==> config.mk <==
export PLATFORM = sky130hd
export DESIGN_NAME = qmap_reader
export DESIGN_NICKNAME = d
export VERILOG_FILES = /design/src/rtl/qmap_pkg.sv /design/src/rtl/qmap_fifo.sv /design/src/rtl/qmap_serial.sv /design/src/rtl/qmap_ctrl.sv /design/src/rtl/qmap_reader.sv
export SDC_FILE = /design/constraint.sdc
export NUM_CORES = 1
export LEC_CHECK = 0
export BUFFER_PORTS_ARGS = -buffer_cell sky130_fd_sc_hd__buf_2
export CAP_MARGIN = 20
export CORE_UTILIZATION = 40
export DETAILED_ROUTE_END_ITERATION = 6
export SYNTH_ARGS = -nofsm -noshare
export SYNTH_HDL_FRONTEND = slang
export SYNTH_SLANG_ARGS = --single-unit
export TNS_END_PERCENT = 1
==> constraint.sdc <==
create_clock -name clk -period 5.52 [get_ports clk]
set_clock_uncertainty 0.15 [all_clocks]
set_input_delay 1.104 -clock clk [delete_from_list [all_inputs] [get_ports clk]]
set_output_delay 1.104 -clock clk [all_outputs]
set_load 0.05 [all_outputs]
==> src/rtl/qmap_pkg.sv <==
package qmap_pkg;
  localparam int FADDR_W = 24;
  localparam logic [7:0] OP_QREAD = 8'hEB;
  localparam logic [7:0] ALT_HOLD = 8'hA0;
  localparam logic [7:0] ALT_LEAVE = ~ALT_HOLD;
  localparam int DUMMY_N = 4;

  typedef enum logic [2:0] {
    PH_IDLE, PH_CMD, PH_ADDR, PH_ALT, PH_DUMMY, PH_DATA, PH_GAP
  } ph_t;

  typedef enum logic [2:0] {
    MS_OFF, MS_READY, MS_OPEN, MS_LEAVE, MS_FINAL
  } ms_t;
endpackage

==> src/rtl/qmap_fifo.sv <==
module qmap_fifo #(
  parameter int DEPTH = 8
) (
  input  logic             clk,
  input  logic             rst_n,
  input  logic             flush,
  input  logic             push,
  input  logic [7:0]       push_byte,
  input  logic             pop4,
  output logic [31:0]      word,
  output logic [$clog2(DEPTH+1)-1:0] count,
  output logic             full
);
  localparam int PW = $clog2(DEPTH);
  localparam int CW = $clog2(DEPTH + 1);

  logic [7:0]    mem [DEPTH];
  logic [PW-1:0] wr_q, wr_d, rd_q, rd_d;
  logic [CW-1:0] cnt_q, cnt_d;

  always_comb begin
    wr_d  = wr_q;
    rd_d  = rd_q;
    cnt_d = cnt_q;
    if (flush) begin
      wr_d  = '0;
      rd_d  = '0;
      cnt_d = '0;
    end else begin
      if (push) wr_d = wr_q + PW'(1);
      if (pop4) rd_d = rd_q + PW'(4);
      cnt_d = cnt_q + (push ? CW'(1) : CW'(0)) - (pop4 ? CW'(4) : CW'(0));
    end
  end

  always_ff @(posedge clk or negedge rst_n) begin
    if (!rst_n) begin
      wr_q  <= '0;
      rd_q  <= '0;
      cnt_q <= '0;
    end else begin
      wr_q  <= wr_d;
      rd_q  <= rd_d;
      cnt_q <= cnt_d;
    end
  end

  always_ff @(posedge clk) begin
    if (push && !flush) mem[wr_q] <= push_byte;
  end

  for (genvar k = 0; k < 4; k++) begin : g_lane
    assign word[8*k +: 8] = mem[rd_q + PW'(k)];
  end

  assign count = cnt_q;
  assign full  = (cnt_q == CW'(DEPTH));
endmodule

==> src/rtl/qmap_serial.sv <==
module qmap_serial
  import qmap_pkg::*;
#(
  parameter int CSH_CYC = 3
) (
  input  logic               clk,
  input  logic               rst_n,
  input  logic               start,
  input  logic               start_cmd,
  input  logic [FADDR_W-1:0] start_addr,
  input  logic [7:0]         start_alt,
  input  logic               start_one,
  input  logic               abort,
  input  logic               hold,
  output logic               idle,
  output logic               byte_vld,
  output logic [7:0]         byte_out,
  output logic               sclk,
  output logic               cs_n,
  output logic [3:0]         io_o,
  output logic [3:0]         io_oe,
  input  logic [3:0]         io_i
);
  localparam int GW = $clog2(CSH_CYC + 1);

  ph_t         ph_q, ph_d;
  logic        half_q, half_d;
  logic [3:0]  cnt_q, cnt_d;
  logic [7:0]  cmd_q, cmd_d;
  logic [31:0] out_q, out_d;
  logic        one_q, one_d;
  logic [3:0]  hi_q, hi_d;
  logic        sclk_q, sclk_d;
  logic        cs_q, cs_d;
  logic [GW-1:0] gap_q, gap_d;

  always_comb begin
    ph_d = ph_q; half_d = half_q; cnt_d = cnt_q; cmd_d = cmd_q;
    out_d = out_q; one_d = one_q; hi_d = hi_q; sclk_d = sclk_q;
    cs_d = cs_q; gap_d = gap_q;
    if (ph_q == PH_IDLE) begin
      if (start) begin
        ph_d   = start_cmd ? PH_CMD : PH_ADDR;
        cs_d   = 1'b0;
        half_d = 1'b0;
        cnt_d  = '0;
        cmd_d  = OP_QREAD;
        out_d  = {start_addr, start_alt};
        one_d  = start_one;
      end
    end else if (ph_q == PH_GAP) begin
      if (gap_q == GW'(CSH_CYC - 1)) ph_d = PH_IDLE;
      else                           gap_d = gap_q + GW'(1);
    end else if (abort) begin
      ph_d   = PH_GAP;
      gap_d  = '0;
      cs_d   = 1'b1;
      sclk_d = 1'b0;
      half_d = 1'b0;
    end else if (!half_q) begin
      if (!(ph_q == PH_DATA && !cnt_q[0] && hold)) begin
        sclk_d = 1'b1;
        half_d = 1'b1;
        if (ph_q == PH_DATA && !cnt_q[0]) hi_d = io_i;
      end
    end else begin
      sclk_d = 1'b0;
      half_d = 1'b0;
      unique case (ph_q)
        PH_CMD: begin
          cmd_d = {cmd_q[6:0], 1'b0};
          if (cnt_q == 4'd7) begin ph_d = PH_ADDR; cnt_d = '0; end
          else cnt_d = cnt_q + 4'd1;
        end
        PH_ADDR: begin
          out_d = {out_q[27:0], 4'h0};
          if (cnt_q == 4'd5) begin ph_d = PH_ALT; cnt_d = '0; end
          else cnt_d = cnt_q + 4'd1;
        end
        PH_ALT: begin
          out_d = {out_q[27:0], 4'h0};
          if (cnt_q == 4'd1) begin ph_d = PH_DUMMY; cnt_d = '0; end
          else cnt_d = cnt_q + 4'd1;
        end
        PH_DUMMY: begin
          if (cnt_q == 4'(DUMMY_N - 1)) begin ph_d = PH_DATA; cnt_d = '0; end
          else cnt_d = cnt_q + 4'd1;
        end
        PH_DATA: begin
          cnt_d = {3'b000, ~cnt_q[0]};
          if (one_q && cnt_q[0]) begin
            ph_d  = PH_GAP;
            gap_d = '0;
            cs_d  = 1'b1;
          end
        end
        default: ;
      endcase
    end
  end

  always_ff @(posedge clk or negedge rst_n) begin
    if (!rst_n) begin
      ph_q <= PH_IDLE; half_q <= 1'b0; cnt_q <= '0; cmd_q <= '0;
      out_q <= '0; one_q <= 1'b0; hi_q <= '0; sclk_q <= 1'b0;
      cs_q <= 1'b1; gap_q <= '0;
    end else begin
      ph_q <= ph_d; half_q <= half_d; cnt_q <= cnt_d; cmd_q <= cmd_d;
      out_q <= out_d; one_q <= one_d; hi_q <= hi_d; sclk_q <= sclk_d;
      cs_q <= cs_d; gap_q <= gap_d;
    end
  end

  assign idle     = (ph_q == PH_IDLE);
  assign byte_vld = (ph_q == PH_DATA) && !half_q && cnt_q[0] && !abort;
  assign byte_out = {hi_q, io_i};
  assign sclk     = sclk_q;
  assign cs_n     = cs_q;
  assign io_o     = (ph_q == PH_CMD) ? {3'b000, cmd_q[7]} : out_q[31:28];
  assign io_oe    = (ph_q == PH_CMD) ? 4'b0001 :
                    (ph_q == PH_ADDR || ph_q == PH_ALT) ? 4'b1111 : 4'b0000;
endmodule

==> src/rtl/qmap_ctrl.sv <==
module qmap_ctrl
  import qmap_pkg::*;
#(
  parameter int FIFO_DEPTH = 8,
  parameter int TO_CYC     = 256
) (
  input  logic               clk,
  input  logic               rst_n,
  input  logic               map_on,
  input  logic               map_off,
  input  logic               bus_req,
  input  logic [FADDR_W-3:0] bus_waddr,
  output logic [31:0]        bus_rdata,
  output logic               bus_ready,
  output logic               mapped,
  input  logic               seq_idle,
  output logic               seq_start,
  output logic               seq_cmd,
  output logic [FADDR_W-1:0] seq_addr,
  output logic [7:0]         seq_alt,
  output logic               seq_one,
  output logic               seq_abort,
  input  logic               byte_vld,
  input  logic [$clog2(FIFO_DEPTH+1)-1:0] fifo_cnt,
  input  logic [31:0]        fifo_word,
  output logic               fifo_push,
  output logic               fifo_pop,
  output logic               fifo_flush
);
  localparam int CW = $clog2(FIFO_DEPTH + 1);
  localparam int TW = $clog2(TO_CYC + 2);

  ms_t                ms_q, ms_d;
  logic               need_q, need_d;
  logic [FADDR_W-1:0] head_q, head_d;
  logic               rdy_q, rdy_d;
  logic [31:0]        data_q, data_d;
  logic [TW-1:0]      to_q, to_d;
  logic               to_exp;
  logic [FADDR_W-1:0] req_a;

  assign req_a = {bus_waddr, 2'b00};

  if (TO_CYC > 0) begin : g_to
    assign to_exp = (to_q == TW'(TO_CYC - 1));
  end else begin : g_no_to
    assign to_exp = 1'b0;
  end

  always_comb begin
    ms_d = ms_q; need_d = need_q; head_d = head_q; rdy_d = 1'b0;
    data_d = data_q; to_d = to_q;
    seq_start = 1'b0; seq_cmd = 1'b0; seq_addr = req_a; seq_alt = ALT_HOLD;
    seq_one = 1'b0; seq_abort = 1'b0; fifo_pop = 1'b0; fifo_flush = 1'b0;
    unique case (ms_q)
      MS_OFF: begin
        if (map_on) begin
          ms_d   = MS_READY;
          need_d = 1'b1;
        end
      end
      MS_READY: begin
        if (map_off) begin
          ms_d = MS_LEAVE;
        end else if (bus_req && !rdy_q && seq_idle) begin
          seq_start = 1'b1;
          seq_cmd   = need_q;
          need_d    = 1'b0;
          head_d    = req_a;
          to_d      = '0;
          ms_d      = MS_OPEN;
        end
      end
      MS_OPEN: begin
        if (map_off) begin
          seq_abort  = 1'b1;
          fifo_flush = 1'b1;
          ms_d       = MS_LEAVE;
        end else if (bus_req && !rdy_q) begin
          to_d = '0;
          if (req_a == head_q) begin
            if (fifo_cnt >= CW'(4)) begin
              fifo_pop = 1'b1;
              rdy_d    = 1'b1;
              data_d   = fifo_word;
              head_d   = head_q + FADDR_W'(4);
            end
          end else begin
            seq_abort  = 1'b1;
            fifo_flush = 1'b1;
            ms_d       = MS_READY;
          end
        end else if (to_exp) begin
          seq_abort  = 1'b1;
          fifo_flush = 1'b1;
          ms_d       = MS_READY;
        end else begin
          to_d = to_q + TW'(1);
        end
      end
      MS_LEAVE: begin
        if (seq_idle) begin
          seq_start = 1'b1;
          seq_cmd   = 1'b1;
          seq_addr  = '0;
          seq_alt   = ALT_LEAVE;
          seq_one   = 1'b1;
          ms_d      = MS_FINAL;
        end
      end
      MS_FINAL: begin
        if (seq_idle) begin
          ms_d   = MS_OFF;
          need_d = 1'b1;
        end
      end
      default: ms_d = MS_OFF;
    endcase
  end

  always_ff @(posedge clk or negedge rst_n) begin
    if (!rst_n) begin
      ms_q <= MS_OFF; need_q <= 1'b1; head_q <= '0; rdy_q <= 1'b0;
      data_q <= '0; to_q <= '0;
    end else begin
      ms_q <= ms_d; need_q <= need_d; head_q <= head_d; rdy_q <= rdy_d;
      data_q <= data_d; to_q <= to_d;
    end
  end

  assign fifo_push = byte_vld && (ms_q == MS_OPEN) && !fifo_flush;
  assign bus_rdata = data_q;
  assign bus_ready = rdy_q;
  assign mapped    = (ms_q == MS_READY) || (ms_q == MS_OPEN);
endmodule

==> src/rtl/qmap_reader.sv <==
module qmap_reader
  import qmap_pkg::*;
#(
  parameter int FIFO_DEPTH = 8,
  parameter int CSH_CYC    = 3,
  parameter int TO_CYC     = 256
) (
  input  logic        clk,
  input  logic        rst_n,
  input  logic        map_on,
  input  logic        map_off,
  input  logic        bus_req,
  input  logic [21:0] bus_waddr,
  output logic [31:0] bus_rdata,
  output logic        bus_ready,
  output logic        mapped,
  output logic        busy,
  output logic        fl_sclk,
  output logic        fl_cs_n,
  output logic [3:0]  fl_io_o,
  output logic [3:0]  fl_io_oe,
  input  logic [3:0]  fl_io_i
);
  localparam int CW = $clog2(FIFO_DEPTH + 1);

  logic [1:0] rs_q;
  logic       rst_i;

  always_ff @(posedge clk or negedge rst_n) begin
    if (!rst_n) rs_q <= 2'b00;
    else        rs_q <= {rs_q[0], 1'b1};
  end
  assign rst_i = rs_q[1];

  logic               seq_idle, seq_start, seq_cmd, seq_one, seq_abort;
  logic [FADDR_W-1:0] seq_addr;
  logic [7:0]         seq_alt, byte_out;
  logic               byte_vld, fifo_push, fifo_pop, fifo_flush, fifo_full;
  logic [CW-1:0]      fifo_cnt;
  logic [31:0]        fifo_word;

  qmap_ctrl #(.FIFO_DEPTH(FIFO_DEPTH), .TO_CYC(TO_CYC)) u_ctrl (
    .clk(clk), .rst_n(rst_i), .map_on(map_on), .map_off(map_off),
    .bus_req(bus_req), .bus_waddr(bus_waddr), .bus_rdata(bus_rdata),
    .bus_ready(bus_ready), .mapped(mapped), .seq_idle(seq_idle),
    .seq_start(seq_start), .seq_cmd(seq_cmd), .seq_addr(seq_addr),
    .seq_alt(seq_alt), .seq_one(seq_one), .seq_abort(seq_abort),
    .byte_vld(byte_vld), .fifo_cnt(fifo_cnt), .fifo_word(fifo_word),
    .fifo_push(fifo_push), .fifo_pop(fifo_pop), .fifo_flush(fifo_flush)
  );

  qmap_fifo #(.DEPTH(FIFO_DEPTH)) u_fifo (
    .clk(clk), .rst_n(rst_i), .flush(fifo_flush), .push(fifo_push),
    .push_byte(byte_out), .pop4(fifo_pop), .word(fifo_word),
    .count(fifo_cnt), .full(fifo_full)
  );

  qmap_serial #(.CSH_CYC(CSH_CYC)) u_ser (
    .clk(clk), .rst_n(rst_i), .start(seq_start), .start_cmd(seq_cmd),
    .start_addr(seq_addr), .start_alt(seq_alt), .start_one(seq_one),
    .abort(seq_abort), .hold(fifo_full), .idle(seq_idle),
    .byte_vld(byte_vld), .byte_out(byte_out), .sclk(fl_sclk),
    .cs_n(fl_cs_n), .io_o(fl_io_o), .io_oe(fl_io_oe), .io_i(fl_io_i)
  );

  assign busy = !seq_idle;
endmodule

* Word-level counts from Yosys, hierarchy flattened *
Memories as Yosys holds them, arrays and structs flattened. A register that Yosys moved wholly into a read port is not among the register bits.
Cells that the tools add are included.

word-level totals
  flip-flop bits (word level) = 107
  RAM bits = 64
  input port bits = 31
  output and inout port bits = 45
  logic and storage cells = 253
  memories kept = 1

memory list
  memory      words  width  rd ports  clocked after Yosys merged registers in  wr ports  line             text
  u_fifo.mem  8      8      4         4                                        1         qmap_fifo.sv:17  logic [7:0] mem [DEPTH];

cells by class
  add/sub/neg operators = 11
  $lt $le $gt $ge = 1
  eq/ne operators = 42
  mux-type cells = 116
  bitwise operators = 7
  reduce and logical (&&, ||, !) cells = 56

operators with widths
  cell                                                                   count
  32-bit two-way mux                                                     6
  24-bit two-way mux                                                     7
  3-bit two-way mux                                                      25
  8-bit two-way mux                                                      7
  4-bit two-way mux                                                      13
  24-bit case mux with 2 select lines                                    1
  9-bit two-way mux                                                      5
  5-bit AND reduction                                                    8
  1-bit two-way mux                                                      38
  3-bit case mux with 5 select lines                                     2
  24-bit by 3-bit adder with 24-bit output, second input constant        1
  24-bit equality test                                                   1
  3-bit nonzero test                                                     7
  5-bit by 3-bit != test with 1-bit output, second input constant        4
  4-bit case mux with 5 select lines                                     1
  9-bit case mux with 2 select lines                                     1
  2-bit != test, second input constant                                   8
  2-bit two-way mux                                                      7
  3-bit by 2-bit equality test with 1-bit output, second input constant  4
  3-bit equality test, second input constant                             4
  6-bit AND reduction                                                    2
  2-bit nonzero test                                                     6
  1-bit logical AND                                                      11
  2-bit by 1-bit != test with 1-bit output, second input constant        5
  35 further kinds                                                       59

* Depth between registers and ports, before layout *
Gate-level depths: netlist of the first run.

  depth after elaboration = 13
  gate-level depth with buffers = 15
  gate-level depth less buffers = 14

* Cells and area by module *
A second synthesis of the first run with hierarchy kept.

second synthesis, totals
  cell total of the unflattened synthesis = 872
  area total of the unflattened synthesis = 9840.7 sq um

by module, submodules not included
  module       times used  cells an instance  area an instance (sq um)  seq. area each (sq um)
  qmap_ctrl    1           411                3930.0                    1702.9
  qmap_serial  1           305                3025.4                    1427.6
  qmap_fifo    1           152                2827.7                    2122.0
  qmap_reader  1           4                  57.6                      50.0

* Worst setup path before layout of the first run *
OpenSTA, ideal clock, no wires.

  kind = input-to-reg
  start = input port bus_waddr[5]
  end = register u_fifo.cnt_q[3], in the netlist u_fifo.count[3]
  library setup time = 0.121 ns
  arrival time = 3.755 ns
  data required time = 5.249 ns
  path slack = 1.494 ns
  stages on the path = 14
  path buffers = 2
  path through = xor2_1 -> nor4_2 -> nand4_1 -> nor4_2 -> and2b_1 -> buf_2 -> buf_2 -> inv_1 -> ha_1 -> inv_1 -> ha_1 -> a211oi_1 -> xnor2_1 -> nor2_1

on the way
  elaborated cells on any way between the ends = 18
  those cells by class = add/sub (2); eq/ne (1); mux (11); reduce/logical (4)

RTL lines
  what                       line               text
  start: declaration         qmap_reader.sv:13  input logic [21:0] bus_waddr,
  24-bit equality test       qmap_ctrl.sv:81    if (req_a == head_q) begin
  1-bit two-way mux          qmap_ctrl.sv:81
  1-bit two-way mux          qmap_ctrl.sv:79    end else if (bus_req && !rdy_q) begin
  1-bit two-way mux          qmap_ctrl.sv:75    if (map_off) begin
  1-bit two-way mux          qmap_ctrl.sv:55    unique case (ms_q)
  named net fifo_pop         qmap_reader.sv:38  logic byte_vld, fifo_push, fifo_pop, fifo_flush, fifo_full;
  3-bit two-way mux          qmap_fifo.sv:32    cnt_d = cnt_q + (push ? CW'(1) : CW'(0)) - (pop4 ? CW'(4) : CW'(0));
  4-bit subtractor           qmap_fifo.sv:32
  4-bit two-way mux          qmap_fifo.sv:25    if (flush) begin
  named net u_fifo.cnt_d[3]  qmap_fifo.sv:19    logic [CW-1:0] cnt_q, cnt_d;
  end signal: assignment     qmap_fifo.sv:44    cnt_q <= cnt_d;
  end: declaration           qmap_fifo.sv:19

The timed path passes the listed nets, and every way through them passes these cells.
A chain may end at the register's enable or synchronous reset.

* Worst setup path after layout of the first run *
  start = register u_ser.ph_q[0]
  end = output port fl_io_o[0]

on the way
  cells in the longest elaborated chain, start to end = 2

RTL lines
  what                                            line                text
  start: declaration                              qmap_serial.sv:26   ph_t ph_q, ph_d;
  start signal: assignment                        qmap_serial.sv:108  ph_q <= ph_d; half_q <= half_d; cnt_q <= cnt_d; cmd_q <= cmd_d;
  3-bit by 1-bit equality test with 1-bit output  qmap_serial.sv:119  assign io_o = (ph_q == PH_CMD) ? {3'b000, cmd_q[7]} : out_q[31:28];
  4-bit two-way mux                               qmap_serial.sv:119
  end: declaration                                qmap_reader.sv:20   output logic [3:0] fl_io_o,

No other way between the ends.

==> impl_metrics.tcl, run 1 <==
set metrics [dict create \
    ys_types 73 \
    drv_cap 0 \
    rsz0062_at_grt "no" \
    syn-instance-count 851 \
    die_h_um 153.1 \
    yosys.area.top_type "dfrtp_1" \
    clock_latency_ns 0.44 \
    synth-async-reset-ratio_pct 67.01 \
    drive_gt1_share_pct 15.89 \
    hold_class "register to async pin" \
    vdd_drop_max_uv 262.0 \
    slew_violations 0 \
    grt_usage_pct 18.70 \
    dr.first_iter.drc_count 550 \
    first_pass_iters 5 \
    grt_max_degree 80 \
    cp_cell_sequence "inv_1 > nor3_1 > mux2_2 > buf_2" \
    max_freq_mhz 257.4 \
    mostFrequentLayoutCell "dfrtp_1" \
    power_density_nw_per_um2 491.0 \
    crit_type "register to output pin" \
    post-route-drc-count 0 \
    crit_arrival_ns 2.63 \
    port_buffers 75 \
    hold_viol_final 0 \
    grt_pass1_wl_um 34350 \
    setup_tns_ns 0 \
    leakage_nw 4.261 \
    setup_viol 0 \
    critPathTopFamily "flip-flops" \
    syn_area_um2 9126 \
    grt_pass1_vias 6113 \
    mostFrequentLayoutCells "126 x dfrtp_1, 90 x nor2_1, 76 x nand2_1" \
    syn-num-nets 895 \
    holdBufCountCts 0 \
    synth_top_area_share_pct 35.10 \
    cts_setup_buffers 0 \
    relSlewSlack_pct 28.31 \
    antenna_found_initial 0 \
    clkTransAtPathRegs_ns 0.09 \
    synth_edf_count 64 \
    syn_to_final_growth_pct 14.02 \
    critPathCaptureType "output pin" \
    crit_buf_inv 2 \
    layout.cells.non_filler 1199 \
    ys_ff_latch 194 \
    cpPeakStageDelay_ns 0.70 \
    ys.flop_type "dfrtp_1" \
    worst_pin_slew_ns 1.067 \
    cts_resized 0 \
    dpl.hpwl_um 14090 \
    gr-total-overflow 0 \
    cts_tree "yes" \
    numCtsBuffers 17 \
    final.period_utilization_pct 70.39 \
    die_w_um 153.1 \
    globalplace.congestion 0.8297 \
    syn_avg_cell_area_um2 10.72 \
    fin_crit_ns 3.886 \
    die-area_um2 23420 \
    antenna_cells 0 \
    synth_area_leaders "dfrtp_1 35%, edfxtp_1 21%, mux2i_1 3.7%" \
    cp.required_ns 4.27 \
    routed_wl_um 20690 \
    status "finished clean" \
    htreeDepth 4 \
    slowest_stage "dfrtp_1" \
    critPathMaxFanout 18 \
    clockBufferDepth 2 \
    drt-wirelength-per-cell_um 17.26 \
    critPathLaunchType "register" \
    core_area_um2 22090 \
    std_cell_rows 54 \
    nNetsFinal 950 \
    dr_total_vias 6579 \
    root_buffer "clkbuf_16" \
    routed_via_density 5.487 \
    ys_seq_area_share_pct 56.73 \
    io_pins 76 \
    clock_sinks 194 \
    ant_nets 0 \
    ys_warn_count 0 \
    initial_core_util_pct 41.31 \
    dp_cells 1166 \
]
-- cell usage after synthesis, types with 9 or more instances --
master / count
a21oi_1: 61
a22oi_1: 23
and3_1: 9
buf_2: 12
clkbuf_1: 36
dfrtp_1: 128
edfxtp_1: 64
ha_1: 13
inv_1: 16
mux2i_1: 34
nand2_1: 76
nand2b_1: 13
nand3_1: 24
nor2_1: 90
nor2b_1: 11
nor3_1: 19
o21ai_0: 50
o22ai_1: 12
xor2_1: 22
-- worst paths after layout --
check / from / end / slack [ns] / depth (start not counted)
max reg2reg: u_ctrl.ms_q[0] / u_fifo.count[3] / 1.89 / 11
min in group clk: rs_q[0] / rs_q[1] / 0.22 / 0
min: rs_q[1] / u_ctrl.bus_rdata[11] / 0.13 / 0
min reg2reg: rs_q[1] / u_ctrl.bus_rdata[11] / 0.13 / 0
max: u_ser.ph_q[0] / fl_io_o[0] / 1.63 / 4
max in group asynchronous: rs_q[1] / u_fifo.rd_q[2] / 4.05 / 1
-- kinds of logic after synthesis --
kind of cell             share of synthesized area (%)
AND/OR/NAND/NOR                                  15.30
AO/OA/AOI/OAI                                    15.48
flip-flops                                       56.73
buffers and inverters                            3.167
multiplexers                                     4.593
XOR/XNOR                                         2.687
adder cells (fa/ha/maj)                          2.002
other                                          0.04109
-- metal layers --
metal / GRT usage, % / up-vias / share of wire, %
li1: - / 3216 / -
met1: 27.70 / 3163 / 49
met2: 27.61 / 179 / 46
met3: 3.884 / 21 / 4.1
met4: 5.099 / 0 / 1.5
met5: 0 / - / 0
-- sequential cells by signal (all words and copies together) (netlist names), 2 cells and up --
signal	count
u_ctrl.bus_rdata	32
u_ctrl.head_q	22
u_ser.gap_q	2
rs_q	2
u_fifo.mem	64
u_ser.hi_q	4
u_ser.ph_q	3
u_fifo.wr_q	3
u_fifo.count	4
u_ctrl.ms_q	3
u_ser.cmd_q	8
u_ctrl.to_q	9
u_ser.cnt_q	4
u_ser.out_q	27
-- worst register-to-register path, cell delays in order, from the launching register on --
cell and delay [ns]:
dfrtp_1 0.53, nor2b_1 0.28, nand2b_1 0.40, nor4_2 0.79, and2b_2 0.27, inv_1 0.04
ha_1 0.31, inv_1 0.05, ha_1 0.17, a211oi_1 0.29, xnor2_1 0.15, nor2_1 0.05
-- per-stage QoR --
stage          cell area, um^2  setup slack, ns  utilization [%]  hold WS (ns)  power [mW]
2_1_floorplan             9126            1.483                -        0.1812       3.345
3_3_place_gp              9728            1.311            44.03        0.1866       3.789
3_5_place_dp              9728            1.267            44.03        0.1990       3.800
4_1_cts                  10380            1.638            46.98        0.2192       5.150
5_1_grt                  10410            1.465            47.10        0.1713       5.444
6_report                 10410            1.634            47.10        0.1315       5.110
-- report_power, final --
group | internal (mW) | switching (mW) | leakage [nW]
sequential | 1.78 | 0.360 | 2.25
combinational | 0.599 | 1.03 | 1.69
clock | 0.645 | 0.688 | 0.313
total | 3.03 | 2.08 | 4.26
-- layout make-up --
type | instances | area [um^2]
clock buffers | 17 | 425.4
clock inverters | 15 | 225.2
fillers | 2012 | 11690
inverters | 17 | 63.81
multi-input cells | 588 | 3666
flip-flops and latches | 194 | 5182
well taps | 280 | 350.3
repair buffers | 88 | 493.0
(Power assumes the default switching activity.)
==> inputs of run 2 (changes only) <==
- ABC_AREA: unset -> 1
- clock period: 5.52 -> 4.05 ns (I/O delays scaled with it)
==> run 2 against run 1 <==
Against the previous run: sequential cell count unchanged; global-route usage decreased by 1.5 points; total power is 47% higher; core utilization down 1.3 points; highest routed layer unchanged.
==> impl_metrics.tcl, run 2 <==
set metrics [dict create \
    drv_cap 0 \
    numCtsBuffers 17 \
    grt_max_degree 67 \
    htreeDepth 4 \
    clock_latency_ns 0.43 \
    synth_compound_area_share_pct 11.12 \
    synth_edf_count 64 \
    clock_sinks 194 \
    clockBufferDepth 2 \
    io_pins 76 \
    root_buffer "clkbuf_16" \
    gr-total-overflow 0 \
    die_h_um 158.8 \
    nNetsFinal 1172 \
    ant_nets 0 \
    dr.first_iter.drc_count 486 \
    cts_tree "yes" \
    yosys.area.top_type "dfrtp_1" \
    crit-reg2reg-capture "u_fifo.count[3]" \
    cts_resized 0 \
    hold-path-endpoint "rs_q[1]" \
    port_buffers 75 \
    mostFrequentLayoutCells "282 x nand2_1, 126 x dfrtp_1, 87 x inv_1" \
    synthMuxAreaShare_pct 4.071 \
    cp.required_ns 4.26 \
    setup_viol 0 \
    cpMostUsedCell "nor2_1" \
    slowest_stage "dfrtp_1" \
    fin_ws_ns 0.9001 \
    synth-async-reset-ratio_pct 67.01 \
    cp_cell_sequence "ha_1 > inv_1 > nor3_1 > nand2_1 > nor2_1 > nand2_1 > nor2_1 > ha_1 > nor2_1 > nor2_2 > nand2_4 > nand3_1 > inv_2 > nand2_2 > inv_1 > ha_1 > a211o_1 > xor2_1 > nor2_1" \
    status "finished clean" \
    ys_ff_latch 194 \
    power_mw 7.512 \
    first_pass_iters 6 \
    syn-num-nets 1103 \
    drt-wirelength-per-cell_um 14.59 \
    hold_path_startpoint "rs_q[0]" \
    power_density_nw_per_um2 677.1 \
    core_area_um2 24250 \
    synth_area_leaders "dfrtp_1 33%, edfxtp_1 20%, nand2_1 11%" \
    routed_wl_um 21380 \
    std_cell_rows 57 \
    synth_top_area_share_pct 32.57 \
    r2r_setup_slack_ns 0.90 \
    dr_total_vias 7169 \
    crit_arrival_ns 3.36 \
    hold_class "register to register" \
    cts_setup_buffers 0 \
    rsz0062_at_grt "no" \
    crit_type "register to register" \
    final.period_utilization_pct 77.78 \
    die-area_um2 25220 \
    clkTransAtPathRegs_ns 0.08 \
    synth_top_family_by_area "simple AND/OR/NAND/NOR gates" \
    synth_common_cells "282 x nand2_1, 128 x dfrtp_1, 87 x inv_1" \
    yosysMostFrequentCell "nand2_1" \
    routed_via_density 4.894 \
    ys_types 47 \
    fin_crit_ns 3.150 \
    dpl.hpwl_um 14990 \
    timing.rr.start "u_ctrl.to_q[0]" \
    syn_avg_cell_area_um2 9.288 \
    slew_violations 0 \
    dp_cells 1432 \
    critPathCaptureType "register" \
    yosys.area_share.simple_pct 22.07 \
    syn-instance-count 1059 \
    syn_area_um2 9836 \
    multi_input_area_um2 3971 \
    critPathLaunchType "register" \
    die_w_um 158.8 \
    mostFrequentLayoutCell "nand2_1" \
    cpPeakStageDelay_ns 0.38 \
    ys_seq_area_share_pct 52.64 \
    fillers 2360 \
    antenna_found_initial 0 \
    relSlewSlack_pct 32.85 \
    max_freq_mhz 317.5 \
    globalplace.congestion 0.8628 \
    synth_fa_ha_area_share_pct 1.654 \
    synth_xor_area_share_pct 1.425 \
    syn_to_final_growth_pct 12.80 \
    rr_worst_depth 19 \
    hold_viol_final 0 \
    vdd_drop_max_uv 380.5 \
    whs_ns 0.2090 \
    ys.flop_type "dfrtp_1" \
    critPathMaxFanout 9 \
    grt_usage_pct 17.25 \
    hold_path_depth 0 \
    seqCellArea_um2 5182 \
    final_area_um2 11090 \
    place_area_um2 10450 \
    top_register "u_fifo.mem" \
    largest_register_ffs 64 \
    worst_pin_slew_ns 1.007 \
    leakage_nw 5.065 \
    initial_core_util_pct 40.56 \
    final_core_util_pct 45.75 \
    antenna_cells 0 \
    ys_warn_count 0 \
    grt_pass1_vias 6677 \
    grt_pass1_wl_um 34560 \
    layout.cells.non_filler 1465 \
    setup_tns_ns 0 \
    post-route-drc-count 0 \
    dpl_worst_slack_ns 0.7699 \
    drive_gt1_share_pct 21.65 \
]
==> run 2: cell types whose count changed after synthesis, moves of 24 or more <==
cell / change
nand2_1: +206
inv_1: +71
o21ai_2: +54
a21oi_1: -50
nand3_1: +28
clkbuf_1: -24
==> run 2: layer usage <==
| layer | share of wire [%] | routed length, um | track usage [%] | vias to the layer above |
|---|---|---|---|---|
| met5 | 0 | 0 | 0 | - |
| li1 | - | - | - | 3625 |
| met2 | 47 | 9948 | 27.77 | 159 |
| met4 | 1.1 | 237 | 4.678 | 0 |
| met1 | 49 | 10410 | 23.67 | 3371 |
| met3 | 3.6 | 779 | 3.344 | 14 |
==> run 2: worst max-delay path, delay by kind of cell, from the launching register on <==
kind / cells / cell delay, ns
buffers and inverters: 3 / 0.20
AO/OA/AOI/OAI: 1 / 0.27
AND/OR/NAND/NOR: 11 / 1.34
flip-flops: 1 / 0.38
XOR/XNOR: 1 / 0.14
adder cells (fa/ha/maj): 3 / 0.58
==> run 2: repair_timing <==
| action | 4_1_cts | 5_1_grt |
|---|---|---|
| hold buffers | 1 | 0 |
| setup endpoints to repair | 0 | 0 |
| endpoints found under the hold margin | 2 | 0 |
==> run 2: worst max path at each step <==
stage	start	slack [ns]	end	cells after the start
3_3_place_gp	bus_req	0.82	u_fifo.count[3]	16
3_5_place_dp	bus_req	0.77	u_fifo.count[3]	16
2_1_floorplan	rs_q[1]	0.01	u_ctrl.bus_rdata[0]	0
6_report	u_ctrl.to_q[0]	0.90	u_fifo.count[3]	19
4_1_cts	u_ctrl.to_q[0]	0.87	u_fifo.count[3]	19
5_1_grt	u_ctrl.to_q[0]	0.51	u_fifo.count[3]	19
==> run 2: layout make-up <==
cell class                 count  area share, %
clock buffer                  17          3.834
inverter                     108          3.677
timing repair buffer          89          4.466
sequential                   194          46.71
multi-input combinational    718          35.80
tap                          324          3.654
clock inverter                15          1.861
==> run 2: report_power, final <==
part	total [mW]	leakage, nW	internal (mW)	switching [mW]
combinational	2.83	2.46	0.869	1.96
sequential	2.92	2.30	2.47	0.450
clock	1.76	0.301	0.901	0.863
total	7.51	5.06	4.24	3.27
==> run 2: cell families (layout without fill, tap and decap cells) <==
family,count (synthesis),after routing
AO/OA/AOI/OAI,156,156
XOR/XNOR,16,16
adder cells (fa/ha/maj),13,13
buffers and inverters,147,229
flip-flops,194,194
multiplexers,40,40
other,1,1
AND/OR/NAND/NOR,492,492
